### src/rtl/spi_div_pkg.sv
`timescale 1ns/1ps
package spi_div_pkg;

    parameter int IDX_W  = 5;
    parameter int HALF_W = 10;

    typedef enum logic {
        PH_IDLE = 1'b0,
        PH_ACT  = 1'b1
    } phase_e;

    typedef struct packed {
        logic              valid;
        logic [HALF_W-1:0] act_len;
        logic [HALF_W-1:0] idle_len;
    } half_cfg_t;

    // Divide ratio of table entry k (0 for the reserved entry).
    function automatic logic [31:0] spi_div_ratio(input logic [IDX_W-1:0] k);
        logic [31:0] r;
        if (k == '0)
            r = '0;
        else if (!k[0])
            r = 32'd1 << ((k >> 1) + 1);
        else
            r = 32'd3 << ((k - IDX_W'(1)) >> 1);
        return r;
    endfunction

    // Resolve an index into half-period lengths, with clamping and guards.
    function automatic half_cfg_t spi_div_make_cfg(input logic [IDX_W-1:0] idx,
                                                   input logic fast,
                                                   input logic [IDX_W-1:0] max_k);
        half_cfg_t   c;
        logic [IDX_W-1:0] k;
        logic [31:0] n;
        logic [31:0] n_up;
        k       = (idx > max_k) ? max_k : idx;
        n       = spi_div_ratio(k);
        n_up    = n + 32'd1;
        c.valid = (k != '0) && !((k == IDX_W'(1)) && !fast);
        c.act_len  = n[HALF_W:1];
        c.idle_len = n_up[HALF_W:1];
        return c;
    endfunction

    // Index a setup step would choose for a target serial rate.
    function automatic int unsigned spi_div_pick_idx(input longint unsigned fin,
                                                     input longint unsigned fspi,
                                                     input int unsigned max_idx);
        for (int i = 2; i < 32; i++) begin
            if (i < int'(max_idx)) begin
                if (longint'(spi_div_ratio(IDX_W'(i))) * fspi >= fin)
                    return i;
            end
        end
        return max_idx;
    endfunction

endpackage

### src/rtl/spi_div_rate_sel.sv
`timescale 1ns/1ps
module spi_div_rate_sel
    import spi_div_pkg::*;
#(
    parameter int MAX_IDX = 18
) (
    input  logic             clk,
    input  logic             rst,
    input  logic             load,
    input  logic             fast_mode,
    input  logic [IDX_W-1:0] rate_idx,
    output half_cfg_t        cfg_q
);
    localparam logic [IDX_W-1:0] MAX_K = IDX_W'(MAX_IDX);

    half_cfg_t cfg_next;

    always_comb begin
        cfg_next = spi_div_make_cfg(rate_idx, fast_mode, MAX_K);
    end

    always_ff @(posedge clk) begin
        if (rst)
            cfg_q <= '0;
        else if (load)
            cfg_q <= cfg_next;
    end

    // the held ratio moves only after an idle point
    a_r8_change_at_idle: assert property (@(posedge clk) disable iff (rst)
        !$stable(cfg_q) |-> $past(load));

    // the reserved entry never yields a runnable ratio
    a_r2_reserved_blocked: assert property (@(posedge clk) disable iff (rst)
        (load && rate_idx == '0) |=> !cfg_q.valid);

    // divide-by-3 needs the fast mode flag
    a_r3_div3_gated: assert property (@(posedge clk) disable iff (rst)
        (load && rate_idx == IDX_W'(1) && !fast_mode) |=> !cfg_q.valid);

endmodule

### src/rtl/spi_div_phase.sv
`timescale 1ns/1ps
module spi_div_phase
    import spi_div_pkg::*;
(
    input  logic      clk,
    input  logic      rst,
    input  logic      en,
    input  half_cfg_t cfg,
    output phase_e    phase_q,
    output logic      lead_q,
    output logic      trail_q,
    output logic      period_end
);
    logic [HALF_W-1:0] cnt_q;
    logic [HALF_W-1:0] half_len;
    logic              half_done;
    logic              run;

    always_comb begin
        run        = en && cfg.valid;
        half_len   = (phase_q == PH_ACT) ? cfg.act_len : cfg.idle_len;
        half_done  = (cnt_q == half_len - HALF_W'(1));
        period_end = run && (phase_q == PH_ACT) && half_done;
    end

    always_ff @(posedge clk) begin
        if (rst || !run) begin
            phase_q <= PH_IDLE;
            cnt_q   <= '0;
            lead_q  <= 1'b0;
            trail_q <= 1'b0;
        end else begin
            lead_q  <= 1'b0;
            trail_q <= 1'b0;
            if (half_done) begin
                cnt_q <= '0;
                if (phase_q == PH_IDLE) begin
                    phase_q <= PH_ACT;
                    lead_q  <= 1'b1;
                end else begin
                    phase_q <= PH_IDLE;
                    trail_q <= 1'b1;
                end
            end else begin
                cnt_q <= cnt_q + HALF_W'(1);
            end
        end
    end

    // strobes never coincide
    a_r7_strobe_excl: assert property (@(posedge clk) disable iff (rst)
        !(lead_q && trail_q));

    // a leading strobe marks the first cycle of the active level
    a_r7_lead_entry: assert property (@(posedge clk) disable iff (rst)
        lead_q |-> (phase_q == PH_ACT) && ($past(phase_q) == PH_IDLE));

    // the counter stays inside the current half
    a_r5_cnt_bound: assert property (@(posedge clk) disable iff (rst)
        run |-> (cnt_q < half_len));

    // disable returns to idle without strobes
    a_r6_idle_when_off: assert property (@(posedge clk) disable iff (rst)
        !en |=> (phase_q == PH_IDLE) && !lead_q && !trail_q);

    // no ratio, no strobes
    a_r2_quiet_invalid: assert property (@(posedge clk) disable iff (rst)
        !cfg.valid |=> !lead_q && !trail_q);

endmodule

### src/rtl/spi_clk_div.sv
`timescale 1ns/1ps
module spi_clk_div
    import spi_div_pkg::*;
#(
    parameter int MAX_IDX = 18
) (
    input  logic             clk,
    input  logic             rst,
    input  logic             en,
    input  logic             cpol,
    input  logic             fast_mode,
    input  logic [IDX_W-1:0] rate_idx,
    output logic             sclk,
    output logic             lead_stb,
    output logic             trail_stb
);
    half_cfg_t cfg;
    phase_e    phase;
    logic      period_end;
    logic      load;

    assign load = !en || !cfg.valid || period_end;

    spi_div_rate_sel #(.MAX_IDX(MAX_IDX)) u_rate_sel (
        .clk       (clk),
        .rst       (rst),
        .load      (load),
        .fast_mode (fast_mode),
        .rate_idx  (rate_idx),
        .cfg_q     (cfg)
    );

    spi_div_phase u_phase (
        .clk        (clk),
        .rst        (rst),
        .en         (en),
        .cfg        (cfg),
        .phase_q    (phase),
        .lead_q     (lead_stb),
        .trail_q    (trail_stb),
        .period_end (period_end)
    );

    assign sclk = cpol ^ (phase == PH_ACT);

    // idle level follows cpol during reset
    a_r6_reset_idle: assert property (@(posedge clk)
        rst |=> (sclk == cpol) && !lead_stb && !trail_stb);

endmodule

### config.mk
export PLATFORM = sky130hd
export DESIGN_NAME = spi_clk_div
export DESIGN_NICKNAME = d
export VERILOG_FILES = /design/src/rtl/spi_div_pkg.sv /design/src/rtl/spi_div_rate_sel.sv /design/src/rtl/spi_div_phase.sv /design/src/rtl/spi_clk_div.sv
export SDC_FILE = /design/constraint.sdc
export NUM_CORES = 1
export LEC_CHECK = 0
export ABC_AREA = 0
export BUFFER_PORTS_ARGS = -buffer_cell sky130_fd_sc_hd__clkbuf_2
export CAP_MARGIN = 20
export CELL_PAD_IN_SITES_DETAIL_PLACEMENT = 1
export CELL_PAD_IN_SITES_GLOBAL_PLACEMENT = 1
export CORE_MARGIN = 1
export CORE_UTILIZATION = 46
export CTS_CLUSTER_DIAMETER = 60
export DETAILED_ROUTE_END_ITERATION = 16
export PLACE_DENSITY_LB_ADDON = 0.1
export SYNTH_ARGS = -nofsm -noshare
export SYNTH_HDL_FRONTEND = slang
export SYNTH_SLANG_ARGS = --single-unit
### constraint.sdc
create_clock -name clk -period 3.9 [get_ports clk]
set_clock_uncertainty 0.2 [all_clocks]
set_input_delay 0.39 -clock clk [delete_from_list [all_inputs] [get_ports clk]]
set_output_delay 0.39 -clock clk [all_outputs]
set_load 0.01 [all_outputs]
==> results.toml <==
[status]
outcome = "finished, final reports clean"

[yosys]
synth_top_cell_by_area = "dfxtp_1"
synth_xor_area_share_pct = 11.4
synth_area_um2 = 2420
synth_cell_types = 60
yosys_most_used_dff = "dfxtp_1"
yosys.area_share.adder_pct = 3.11
synth_seq_cells = 34
synthTopCellsByArea = "dfxtp_1, mux2i_1, nand2_1, xnor2_1, xor2_1"
ys_seq_area_share_pct = 28.2
synth_edf_count = 0
synth-simple-area-share_pct = 24.7
synth.avg_cell_area_um2 = 8.28
synth-async-reset-ratio_pct = 0
synth_mux_area_share_pct = 13.1
synth-compound-area-share_pct = 14.0
netlist_instances = 292
syn_nets = 308
synth_warnings = 0
synth_top_family_by_area = "simple AND/OR/NAND/NOR gates"
synth_top_cell_area_share_pct = 28.2

[floorplan]
io_pins = 13
chipHeight_um = 74.5
core_um2 = 5070
dieArea_um2 = 5550
die_w_um = 74.5
start_util_pct = 47.6
fp-row-count = 26

[setup_path]
crit_path_start_kind = "register"
arrival_ns = 3.48
cp.depth = 10
end_kind = "register"
slowest_delay_ns = 0.49
cp_slowest_cell = "a21oi_2"
worst-setup-path-type = "reg -> reg"
crit_chain = "mux2i_1, ha_1, nor4bb_1, nor2_1, xor2_1, o2bb2ai_1, and4_4, a21oi_2, buf_4, mux2i_1"
path_max_fanout = 10
r2r_cells = 10
cp_top_family = "simple AND/OR/NAND/NOR gates"
worstPathRequired_ns = 3.91
crit_path_frequent_cell = "mux2i_1"
worst-path-buf-inv = 1
r2r_setup_slack_ns = 0.43

[sta]
finalHoldViolCount = 0
fin_crit_sh_pct = 89.0
period_minus_slack_ns = 3.47
hold_ws_ns = 0.203
final.setup.tns_ns = 0
finalSetupViolCount = 0
slew_violations = 0
slew_headroom_pct = 59.3
max_freq_mhz = 288
tightest_slew_ns = 0.610
rsz0062_at_grt = "no"

[detailed_routing]
top_layer_used = "met4"
met1_length_mm = 3.05
drtPass1Iterations = 4
wl_met3_um = 120
drc = 0
wl_per_cell_um = 16.4
dr_total_vias = 2095
drtIter0Drc = 95
viasPerCell = 5.69
routed_wl_mm = 6.03
wl_met2_mm = 2.79
ant_nets = 0

[layout]
multi_input_area_um2 = 1600
final_common_cell = "nand2_1"
mostFrequentLayoutCells = "nand2_1, dfxtp_1, mux2i_1"
ff_latch_area_um2 = 681
fillers = 641
syn_to_final_growth_pct = 7.30
antenna_cells = 0
final_nets = 315
drive_gt1_share_pct = 12.1

[power_and_ir_drop]
power.density_nw_per_um2 = 304
p_switching_mw = 0.228
ir_drop_v = 0.000215
power_switching_share_pct = 28.9
p_int_mw = 0.561
p_leak_nw = 0.963
power_frac_seq_pct = 46.5
p_total_mw = 0.789
pwr-share-comb_pct = 20.2
clockPowerShare_pct = 33.3

[flow_run]
cap_viol_max_count = 0

[clock_tree]
insertion_delay_ns = 0.29
cts.path.max_buffers = 2
root_buffer = "clkbuf_8"
cts.sinks = 34
numCtsBuffers = 5
cts_tree = "done"
ctsHoldBuffers = 0
cts.clk_slew.worst_paths_ns = 0.07
post-cts-setup-buffers = 0
cts_max_level = 2
cts_resized = 0

[global_routing]
grt_pass1_vias = 2026
antenna_found_initial = 0
grt_max_degree = 26
grt_use_total_pct = 23.9
overflow = 0
grt_pass1_wl_mm = 9.92

[placed_design]
port_buffers = 12
dp_hpwl_mm = 4.61
place.gp.congestion = 0.815

[worst_hold_path]
worstHoldPathCells = 3
hold_class = "in -> reg"
[Yosys cell counts (all sizes together), types with 2 or more instances]
cell type / number
a211oi: 2
a21o: 2
a21oi: 6
a31o: 2
a31oi: 3
and2: 2
and3: 4
buf: 6
clkbuf: 12
dfxtp: 34
ha: 6
inv: 9
mux2: 2
mux2i: 29
nand2: 42
nand2b: 5
nand3: 11
nand4: 3
nor2: 22
nor2b: 4
nor3: 7
nor3b: 2
nor4: 2
nor4b: 5
o21a: 2
o21ai: 10
o22ai: 3
o31ai: 2
or3: 5
or4: 2
xnor2: 18
xor2: 11
[flip-flops by register name, indices dropped and copies added, names as in the netlist]
name,flops
u_phase.lead_q,1
u_rate_sel.cfg_q,21
u_phase.cnt_q,10
u_phase.trail_q,1
u_phase.phase_q,1
[path summary, 6_finish.rpt]
kind / start / to
max: u_phase.phase_q$_SDFFE_PP0P_ / u_rate_sel.cfg_q[8]$_SDFFE_PP0P_
min: en / u_phase.phase_q$_SDFFE_PP0P_
max reg2reg: u_phase.phase_q$_SDFFE_PP0P_ / u_rate_sel.cfg_q[8]$_SDFFE_PP0P_
min reg2reg: u_rate_sel.cfg_q[9]$_SDFFE_PP0P_ / u_rate_sel.cfg_q[9]$_SDFFE_PP0P_
[logic make-up after synthesis]
logic type | Yosys count
adders and majority gates | 6
xor gates and xnor gates | 30
AOI/OAI and AO/OA | 45
buffers and inverters | 27
DFF | 34
and+or+nand+nor | 119
muxes | 31
[worst register-to-register path, delay by kind of cell (launching register included)]
kind	cells	cell delay, ns
AOI/OAI and AO/OA	2	0.63
xor gates and xnor gates	1	0.19
adders and majority gates	1	0.28
buffers and inverters	1	0.33
DFF	1	0.47
muxes	2	0.55
and+or+nand+nor	3	0.76
[power groups by stage]
stage	logic, mW	clock network [mW]	registers (mW)
floorplan	0.123	0	0.371
global placement	0.153	0	0.374
detailed placement	0.158	0	0.375
CTS	0.159	0.271	0.367
global route	0.174	0.285	0.368
finish	0.160	0.263	0.367
[cell type report]
cell class	count	area share, %
Timing Repair Buffer	18	4.05
Sequential cell	34	26.2
Multi-Input combinational cell	231	61.8
Inverter	9	1.30
Clock buffer	6	3.18
Tap cell	70	3.38
[metal layers]
metal	up-vias	GRT usage, %
li1	1048	-
met1	1012	32.6
met2	27	38.7
met3	8	4.07
met4	0	6.92
met5	-	0
[through the flow]
| step | utilization [%] | instance area [um^2] | cells | worst slack, ns |
|---|---|---|---|---|
| after CTS | 51.1 | 2590 | 368 | 0.432 |
| after global routing | 51.1 | 2590 | 368 | 0.210 |
| after floorplan | - | 2420 | 292 | 0.713 |
| after global placement | 49.5 | 2510 | 362 | 0.523 |
| final | 51.1 | 2590 | 368 | 0.430 |
| after detailed placement | 49.5 | 2510 | 362 | 0.466 |
No activity file was read; power rests on OpenSTA's default activity.
